$ cat config.mk
export PLATFORM = sky130hd
export DESIGN_NAME = spec_fifo_serial
export DESIGN_NICKNAME = d
export VERILOG_FILES = /design/src/rtl/sfr_pkg.sv /design/src/rtl/sfr_sync.sv /design/src/rtl/sfr_fifo.sv /design/src/rtl/sfr_frame.sv /design/src/rtl/spec_fifo_serial.sv
export SDC_FILE = /design/constraint.sdc
export NUM_CORES = 1
export LEC_CHECK = 0
export BUFFER_PORTS_ARGS = -buffer_cell sky130_fd_sc_hd__buf_2
export CORE_ASPECT_RATIO = 1.75
export CORE_MARGIN = 5
export CORE_UTILIZATION = 65
export DETAILED_ROUTE_END_ITERATION = 10
export PLACE_DENSITY = 0.85
export SYNTH_ARGS = -nofsm -noshare
export SYNTH_HDL_FRONTEND = slang
export SYNTH_HIERARCHICAL = 1
export SYNTH_SLANG_ARGS = --single-unit
$ cat constraint.sdc
create_clock -name clk -period 4.29 [get_ports clk]
set_input_delay 0.429 -clock clk [delete_from_list [all_inputs] [get_ports clk]]
set_output_delay 0.429 -clock clk [all_outputs]
set_load 0.02 [all_outputs]
$ cat src/rtl/sfr_pkg.sv
package sfr_pkg;
  localparam int RES_W      = 14;
  localparam int FRAME_BITS = 16;
  localparam int TYPE_BITS  = 4;
  localparam logic [TYPE_BITS-1:0] CMD_FIFO_READ = 4'hE;
endpackage

$ cat src/rtl/sfr_sync.sv
module sfr_sync #(
  parameter int N = 4,
  parameter logic [N-1:0] RST_VAL = '0
) (
  input  logic         clk,
  input  logic         rst_n,
  input  logic [N-1:0] d,
  output logic [N-1:0] q
);
  logic [N-1:0] meta;
  always_ff @(posedge clk or negedge rst_n) begin
    if (!rst_n) begin
      meta <= RST_VAL;
      q    <= RST_VAL;
    end else begin
      meta <= d;
      q    <= meta;
    end
  end
endmodule

$ cat src/rtl/sfr_fifo.sv
module sfr_fifo #(
  parameter int DEPTH = 8,
  parameter int W     = 14,
  localparam int PW   = (DEPTH > 1) ? $clog2(DEPTH) : 1,
  localparam int CW   = $clog2(DEPTH+1)
) (
  input  logic          clk,
  input  logic          rst_n,
  input  logic          wr_en,
  input  logic [W-1:0]  wr_data,
  input  logic          rd_en,
  input  logic          flush,
  output logic [W-1:0]  head,
  output logic [CW-1:0] count,
  output logic          full
);
  logic [W-1:0]  mem [DEPTH];
  logic [PW-1:0] wp, rp;

  function automatic logic [PW-1:0] bump(input logic [PW-1:0] p);
    return (p == PW'(DEPTH-1)) ? '0 : p + 1'b1;
  endfunction

  assign head = mem[rp];
  assign full = (count == CW'(DEPTH));

  always_ff @(posedge clk) begin
    if (wr_en) mem[wp] <= wr_data;
  end

  always_ff @(posedge clk or negedge rst_n) begin
    if (!rst_n) begin
      wp <= '0; rp <= '0; count <= '0;
    end else if (flush) begin
      wp <= '0; rp <= '0; count <= '0;
    end else begin
      if (wr_en) wp <= bump(wp);
      if (rd_en) rp <= bump(rp);
      case ({wr_en, rd_en})
        2'b10:   count <= count + 1'b1;
        2'b01:   count <= count - 1'b1;
        default: count <= count;
      endcase
    end
  end
endmodule

$ cat src/rtl/sfr_frame.sv
module sfr_frame
  import sfr_pkg::*;
#(
  parameter int DEPTH = 8,
  localparam int CW   = $clog2(DEPTH+1),
  localparam int BW   = $clog2(FRAME_BITS+1)
) (
  input  logic             clk,
  input  logic             rst_n,
  input  logic             cs_fall,
  input  logic             cs_rise,
  input  logic             sclk_rise,
  input  logic             sclk_fall,
  input  logic             sdi_s,
  input  logic             fs_s,
  input  logic [RES_W-1:0] head,
  input  logic [CW-1:0]    fifo_count,
  input  logic [CW-1:0]    thresh,
  output logic             pop,
  output logic             flush,
  output logic             sdo,
  output logic             sdo_oe,
  output logic             irq,
  output logic             rd_active
);
  logic                  in_frame, decoded;
  logic [BW-1:0]         bit_cnt;
  logic [TYPE_BITS-1:0]  type_sh;
  logic [FRAME_BITS-1:0] out_sh;
  logic [CW-1:0]         thr_eff;
  logic                  start_frame, start_read, decode_now, abort, close_full, close_short;

  assign thr_eff     = (thresh == '0) ? CW'(1) : thresh;
  assign start_frame = cs_fall && fs_s && !in_frame;
  assign start_read  = start_frame && (irq || rd_active);
  assign decode_now  = in_frame && !cs_rise && !decoded && (bit_cnt == BW'(TYPE_BITS));
  assign abort       = decode_now && sdo_oe && (type_sh != CMD_FIFO_READ);
  assign close_full  = in_frame && cs_rise && rd_active && (bit_cnt == BW'(FRAME_BITS));
  assign close_short = in_frame && cs_rise && rd_active && (bit_cnt != BW'(FRAME_BITS));
  assign pop         = close_full;
  assign flush       = abort || close_short;
  assign sdo         = sdo_oe && out_sh[FRAME_BITS-1];

  always_ff @(posedge clk or negedge rst_n) begin
    if (!rst_n) begin
      in_frame <= 1'b0; decoded <= 1'b0; bit_cnt <= '0; type_sh <= '0;
      out_sh <= '0; sdo_oe <= 1'b0; irq <= 1'b0; rd_active <= 1'b0;
    end else begin
      if (start_frame) begin
        in_frame <= 1'b1;
        decoded  <= 1'b0;
        bit_cnt  <= '0;
        if (start_read) begin
          rd_active <= 1'b1;
          irq       <= 1'b0;
          sdo_oe    <= 1'b1;
          out_sh    <= {head, 2'b00};
        end
      end else if (in_frame) begin
        if (cs_rise) begin
          in_frame <= 1'b0;
          sdo_oe   <= 1'b0;
          if (close_short || (close_full && fifo_count == CW'(1))) rd_active <= 1'b0;
        end else begin
          if (sclk_rise && bit_cnt != BW'(FRAME_BITS)) begin
            bit_cnt <= bit_cnt + 1'b1;
            type_sh <= {type_sh[TYPE_BITS-2:0], sdi_s};
          end
          if (sclk_fall && sdo_oe) out_sh <= out_sh << 1;
          if (decode_now) begin
            decoded <= 1'b1;
            if (abort) begin
              sdo_oe    <= 1'b0;
              rd_active <= 1'b0;
            end
          end
        end
      end
      if (!start_read && !rd_active && fifo_count != '0 && fifo_count >= thr_eff)
        irq <= 1'b1;
    end
  end
endmodule

$ cat src/rtl/spec_fifo_serial.sv
module spec_fifo_serial
  import sfr_pkg::*;
#(
  parameter int DEPTH = 8,
  localparam int CW   = $clog2(DEPTH+1)
) (
  input  logic             clk,
  input  logic             rst_n,
  input  logic             cs_n,
  input  logic             sclk,
  input  logic             fs,
  input  logic             sdi,
  output logic             sdo,
  output logic             sdo_oe,
  output logic             irq,
  output logic             eoc,
  input  logic [CW-1:0]    thresh,
  input  logic             res_valid,
  output logic             res_ready,
  input  logic [RES_W-1:0] res_data
);
  logic [3:0]       sync_q;
  logic             cs_s, sclk_s, fs_s, sdi_s, cs_prev, sclk_prev;
  logic             pop, flush, full, rd_active, wr_en;
  logic [RES_W-1:0] head;
  logic [CW-1:0]    fifo_count;

  sfr_sync #(.N(4), .RST_VAL(4'b1000)) u_sync (
    .clk(clk), .rst_n(rst_n), .d({cs_n, sclk, fs, sdi}), .q(sync_q)
  );
  assign {cs_s, sclk_s, fs_s, sdi_s} = sync_q;

  always_ff @(posedge clk or negedge rst_n) begin
    if (!rst_n) begin
      cs_prev <= 1'b1; sclk_prev <= 1'b0; eoc <= 1'b0;
    end else begin
      cs_prev   <= cs_s;
      sclk_prev <= sclk_s;
      eoc       <= wr_en;
    end
  end

  assign res_ready = !rd_active && !full;
  assign wr_en     = res_valid && res_ready;

  sfr_fifo #(.DEPTH(DEPTH), .W(RES_W)) u_fifo (
    .clk(clk), .rst_n(rst_n), .wr_en(wr_en), .wr_data(res_data),
    .rd_en(pop), .flush(flush), .head(head), .count(fifo_count), .full(full)
  );

  sfr_frame #(.DEPTH(DEPTH)) u_frame (
    .clk(clk), .rst_n(rst_n),
    .cs_fall(cs_prev && !cs_s), .cs_rise(!cs_prev && cs_s),
    .sclk_rise(!sclk_prev && sclk_s), .sclk_fall(sclk_prev && !sclk_s),
    .sdi_s(sdi_s), .fs_s(fs_s), .head(head), .fifo_count(fifo_count),
    .thresh(thresh), .pop(pop), .flush(flush), .sdo(sdo), .sdo_oe(sdo_oe),
    .irq(irq), .rd_active(rd_active)
  );
endmodule

==> flow_summary.ini, run 1 <==
[setup_path]
cp.required_ns = 4.63
crit_fanout = 15
slowest_delay_ns = 0.78
r2r_cells = 7
endpoint_kind = register
crit_arrival_ns = 3.22
crit_type = reg2reg
start_kind = register
path_cells = nor4_1 > nor3b_2 > nor2b_1 > ha_1 > a31o_2 > a2111oi_0 > nand4b_1
crit_slowest_cell = nor3b_2

[logic_synthesis]
synth_edf_count = 112
synthTopCellsByArea = edfxtp_1 49%, dfrtp_1 17%, mux4_1 10%
async_reset_ff_share_pct = 30.4
mappedNetlistArea_sq_um = 6840
synth.avg_cell_area_sq_um = 16.4
ys_seq_elements = 161
synth_cell_types = 52
synth_cells = 418
synth_top_cell_by_area = edfxtp_1
yosysSeqAreaShare_pct = 67.2
synth_nets = 454
ys.flop_type = edfxtp_1
synthDominantCellAreaShare_pct = 49.2
yosysWarnings = 6

[worst_hold_path]
min_path_cells = 1
hp-class = in2reg

[clock_tree]
cts_tree = built
post_cts_buffers = 0
cts_made_buffers = 17
htree_num_levels = 4
clk-insertion-delay-late_ns = 0.42
root_buffer = clkbuf_16
clk_path_buf_depth = 2
cts_resized = 0
clkSinkCount = 161
cts.hold.buffers_added = 0
path_clk_slew_ns = 0.06

[job]
maxCapViolations = 0

[power]
ir_worst_vdd_mv = 0.367
leakage_nw = 2.84
power_density_nw_per_um2 = 496
pwr-share-seq_pct = 51.4
p_int_mw = 2.81
clockPowerShare_pct = 36.6
finalPower_mw = 3.79
swShare_pct = 25.8
combPwrFrac_pct = 11.9
p_switching_mw = 0.977

[sta]
period_share_pct = 66.9
setup_viol = 0
fin_ws_ns = 1.42
period_minus_slack_ns = 2.87
slew_violations = 0
rsz0062_at_grt = no
max_slew_margin_pct = 19.6
final_hold_viol_count = 0
worstMarginPinSlew_ns = 1.21
clock_skew_ns = 0.00784
timing.setup.tns_ns = 0
max_freq_mhz = 348

[floorplan]
io_pins = 30
core_area_sq_um = 10300
rows = 49
dieHeight_um = 146
die_width_um = 87.5
fp.dieArea_sq_um = 12700
initial_core_util_pct = 66.4

[global_routing]
grt_pass1_vias = 3944
antenna_found_initial = 0
grt-ovfl-total = 0
grt_max_degree = 50
grt_pass1_wl_mm = 20.0
grt.total_usage_pct = 21.3

[route]
wl_per_cell_um = 21.1
drt_iter0_drc = 272
finalWirelength_mm = 12.6
ant_nets = 0
via_per_inst = 6.25
first_pass_iters = 5
drc = 0
num_vias = 3732

[layout]
postLayoutCoreUtil_pct = 74.2
layout-drive-gt1-share_pct = 21.5
fillCellCount = 604
nets = 494
area_delta_synth_final_pct = 11.8
diodes = 0
finalInstanceArea_sq_um = 7640

[status]
status = completed

[placement]
routabilityCongestion = 0.780
pre_cts_ws_ns = 1.46
placed_cell_area_sq_um = 7100
port_buffers = 29
dp_hpwl_mm = 7.86
## cell usage after synthesis, types with 7 or more instances
library cell / n
a21oi_1: 10
a31oi_1: 14
buf_2: 7
dfrtp_1: 46
edfxtp_1: 112
ha_1: 11
inv_1: 12
mux2_2: 14
mux4_1: 27
nand2_1: 38
nand2b_1: 7
nor2_1: 35
## final cells by class
| cell class | count | area, sq um | area share (%) |
|---|---|---|---|
| sequential | 161 | 4590 | 60.1 |
| clock buffer | 20 | 437 | 5.71 |
| clock inverter | 11 | 106 | 1.39 |
| multi-input combinational | 226 | 2080 | 27.2 |
| inverter | 13 | 48.8 | 0.639 |
| tap | 127 | 159 | 2.08 |
| timing repair buffer | 39 | 220 | 2.88 |
## power by group through the flow
stage               Clock [mW]  Sequential [mW]  Combinational (mW)
finish                    1.39             1.95               0.452
global route              1.49             1.97               0.502
CTS                       1.41             1.95               0.450
detailed placement           0             1.97               0.437
global placement             0             1.96               0.412
floorplan                    0             1.94               0.327
## layout by cell type, fill, tap and decap left out, types with 7 or more instances in the layout
cell type and count:
dfrtp_1 46, clkbuf_16 17, buf_4 10, nor2_1 35, inv_1 12, a31oi_1 14, mux2_2 14, a21oi_1 10
ha_1 11, nand2b_1 7, buf_2 29, mux4_1 27, edfxtp_1 112, nand2_1 38
## state kept, by name, indices dropped and copies added, names as in the netlist, 4 cells and up
register         flops
u_frame/bit_cnt      5
u_sync/meta          4
u_sync/q             4
u_fifo/count         4
u_frame/type_sh      4
u_frame/out_sh      14
u_fifo/mem         112
## metrics by stage
step | cells | hold WS (ns)
floorplan | 418 | 0.133
global placement | 566 | 0.335
detailed placement | 566 | 0.337
CTS | 597 | 0.101
global route | 597 | 0.0950
finish | 597 | 0.115
## final timing paths
check	startpoint	slack [ns]	to
max	u_fifo/count[1]$_DFFE_PN0P_	1.42	u_fifo/count[3]$_DFFE_PN0P_
min	cs_n	0.12	u_sync/meta[3]$_DFF_PN1_
max reg2reg	u_fifo/count[1]$_DFFE_PN0P_	1.42	u_fifo/count[3]$_DFFE_PN0P_
min reg2reg	u_sync/meta[0]$_DFF_PN0_	0.35	u_sync/q[0]$_DFF_PN0_
max in group asynchronous	rst_n	3.43	u_frame/out_sh[11]$_DFFE_PN0P_
min in group asynchronous	rst_n	0.20	u_fifo/rp[0]$_DFFE_PN0P_
## critical path, delay by kind of cell (launching register included)
| family | cells | cell delay [ns] |
|---|---|---|
| DFF | 1 | 0.51 |
| and+or+nand+nor | 4 | 1.30 |
| adders and majority gates | 1 | 0.39 |
| AOI/OAI and AO/OA | 2 | 0.60 |
## per-layer routing
metal	part of all wire (%)	GRT usage [%]	wire (um)	vias to the layer above
met3	4.3	5.67	540	20
li1	-	-	-	1696
met1	37	23.8	4640	1917
met2	57	38.6	7210	99
met5	0	0	0	-
met4	1.6	6.76	205	0
## cell families (layout without fill, tap and decap cells)
| group | after synthesis | count (layout) | synth area share (%) |
|---|---|---|---|
| compound gates | 43 | 43 | 4.45 |
| xor+xnor | 7 | 7 | 0.897 |
| fa+ha+maj | 11 | 11 | 2.01 |
| buf+inv | 31 | 83 | 2.54 |
| flops | 161 | 161 | 67.2 |
| mux | 49 | 49 | 14.3 |
| simple gates | 116 | 116 | 8.57 |
Power figures use the tool's default switching activity.
==> inputs of run 2 (changes only) <==
--- a/config.mk
+++ b/config.mk
@@ -8,9 +8,9 @@
 export BUFFER_PORTS_ARGS = -buffer_cell sky130_fd_sc_hd__buf_2
 export CORE_ASPECT_RATIO = 1.75
 export CORE_MARGIN = 5
-export CORE_UTILIZATION = 65
+export CORE_UTILIZATION = 55
 export DETAILED_ROUTE_END_ITERATION = 10
-export PLACE_DENSITY = 0.85
+export PLACE_DENSITY = 0.77
 export SYNTH_ARGS = -nofsm -noshare
 export SYNTH_HDL_FRONTEND = slang
 export SYNTH_HIERARCHICAL = 1
==> constraint.sdc (replaced) <==
create_clock -name clk -period 2.5 [get_ports clk]
set_input_delay 0.25 -clock clk [delete_from_list [all_inputs] [get_ports clk]]
set_output_delay 0.25 -clock clk [all_outputs]
set_load 0.02 [all_outputs]
==> flow_summary.ini, run 2 (synthesized netlist as in run 1, its figures left out) <==
[status]
status = completed

[setup_path]
start_kind = register
r2r_setup_slack_ns = 0.12
worst_r2r_endpoint = u_fifo/count[3]$_DFFE_PN0P_
crit_type = reg2reg
slowest_delay_ns = 0.53
endpoint_kind = register
crit_fanout = 6
crit_slowest_cell = dfstp_2
path_cells = and2b_2 > nand2_1 > nor3_4 > nor2b_4 > ha_1 > a31o_2 > a2111oi_2 > nand4b_1
r2r_cells = 8
cp.required_ns = 2.84
crit_arrival_ns = 2.72
r2r_start = u_sync/q[3]$_DFF_PN1_

[floorplan]
dieHeight_um = 157
io_pins = 30
initial_core_util_pct = 55.3
core_area_sq_um = 12400
rows = 54
die_width_um = 94.3
fp.dieArea_sq_um = 14800

[placement]
port_buffers = 29
routabilityCongestion = 0.853
dp_hpwl_mm = 8.04
dp_cells = 619

[global_routing]
grt_pass1_vias = 4064
grt_use_met1_pct = 19.9
met2_usage_pct = 34.0
busiest_layer = met2
grt-ovfl-total = 0
antenna_found_initial = 0
grt.total_usage_pct = 18.5
grt_use_met3_pct = 4.02
grt_pass1_wl_mm = 20.3
grt_max_degree = 32

[clock_tree]
clk-insertion-delay-late_ns = 0.42
clkSinkCount = 161
cts_made_buffers = 17
root_buffer = clkbuf_16
htree_num_levels = 4
clk_path_buf_depth = 2
cts_tree = built
path_clk_slew_ns = 0.06

[route]
drt_iter0_drc = 180
finalWirelength_mm = 12.5
drc = 0
via_per_inst = 5.71
first_pass_iters = 5
wl_per_cell_um = 19.1
num_vias = 3746
ant_nets = 0

[layout]
multi_input_area_sq_um = 2110
largestRegisters = u_fifo/mem x112, u_frame/out_sh x14, u_frame/bit_cnt x5
regArea_sq_um = 4590
final_cell_mix = 112 x edfxtp_1, 46 x dfrtp_1, 38 x nand2_1, 35 x nor2_1, 29 x buf_2
postLayoutCoreUtil_pct = 63.6
largest_register = u_fifo/mem
fillCellCount = 868
diodes = 0
area_delta_synth_final_pct = 15.0
nets = 511
layout-drive-gt1-share_pct = 24.4
mostFrequentLayoutCell = edfxtp_1
largest_reg_flops = 112
instances_no_fill = 656

[sta]
max_freq_mhz = 420
final_hold_viol_count = 0
max_slew_margin_pct = 54.1
clock_skew_ns = 0.0122
whs_ns = 0.0925
worstMarginPinSlew_ns = 0.686
period_share_pct = 95.2
setup_viol = 0
slew_violations = 0
period_minus_slack_ns = 2.38
timing.setup.tns_ns = 0

[job]
maxCapViolations = 0

[worst_hold_path]
hp-class = in2reg
hp-start = res_data[10]
min_to = u_fifo/mem[2][10]$_DFFE_PP_
min_path_cells = 1

[power]
ir_worst_vdd_mv = 0.503
leakage_nw = 2.94
power_density_nw_per_um2 = 824
[run 2: cell count changes in the layout (fill, tap and decap cells not counted), moves of 2 or more]
cell / delta
buf_4: +11
clkbuf_1: -2
clkinv_2: +2
clkinvlp_4: -2
dlygate4sd3_1: +5
[run 2: power by group]
group,internal [mW],switching (mW),total [mW]
sequential,3.12,0.183,3.30
clock,1.28,1.03,2.31
combinational,0.385,0.483,0.868
[run 2: cell type report]
cell class | count | share of cell area [%]
flip-flops and latches | 161 | 58.4
repair buffers | 56 | 4.74
inverters | 13 | 0.621
well taps | 168 | 2.67
clock buffers | 18 | 5.46
multi-input cells | 226 | 26.8
clock inverters | 14 | 1.32
[run 2: through the flow]
| step | worst slack, ns | power [mW] | cell area (sq um) |
|---|---|---|---|
| detailed placement | -0.111 | 4.19 | 7250 |
| global route | -0.00826 | 6.79 | 7860 |
| floorplan | 0.0392 | 3.89 | 6850 |
| finish | 0.121 | 6.48 | 7860 |
| CTS | 0.0105 | 6.52 | 7840 |
| global placement | 0.0409 | 4.12 | 7250 |
[run 2: critical path, delay by kind of cell (launching register included)]
| family | cells | cell delay (ns) |
|---|---|---|
| adder cells (fa/ha/maj) | 1 | 0.28 |
| AO/OA/AOI/OAI | 2 | 0.61 |
| flip-flops | 1 | 0.53 |
| AND/OR/NAND/NOR | 5 | 0.89 |
[run 2: how the worst max path moves through the flow]
stage                                   startpoint                          end  slack, ns
floorplan           u_frame/bit_cnt[0]$_DFFE_PN0P_  u_fifo/count[3]$_DFFE_PN0P_       0.04
global placement    u_frame/bit_cnt[1]$_DFFE_PN0P_  u_fifo/count[3]$_DFFE_PN0P_       0.04
detailed placement  u_frame/bit_cnt[1]$_DFFE_PN0P_  u_fifo/count[3]$_DFFE_PN0P_      -0.11
CTS                 u_frame/bit_cnt[1]$_DFFE_PN0P_  u_fifo/count[3]$_DFFE_PN0P_       0.01
global route           u_fifo/count[3]$_DFFE_PN0P_  u_fifo/count[2]$_DFFE_PN0P_     -0.008
finish                       u_sync/q[3]$_DFF_PN1_  u_fifo/count[3]$_DFFE_PN0P_       0.12
[run 2: what timing repair did]
action,4_1_cts,5_1_grt
hold endpoints to repair,50,0
resized for setup,2,5
pin swaps,0,1
endpoints found under the setup margin,2,2
setup buffers,0,0
hold buffers,5,0
[run 2: metal layers]
layer,vias to the layer above,wire length [um]
met5,-,0
met4,0,277
met3,21,492
met2,109,7130
met1,1888,4640
li1,1728,-
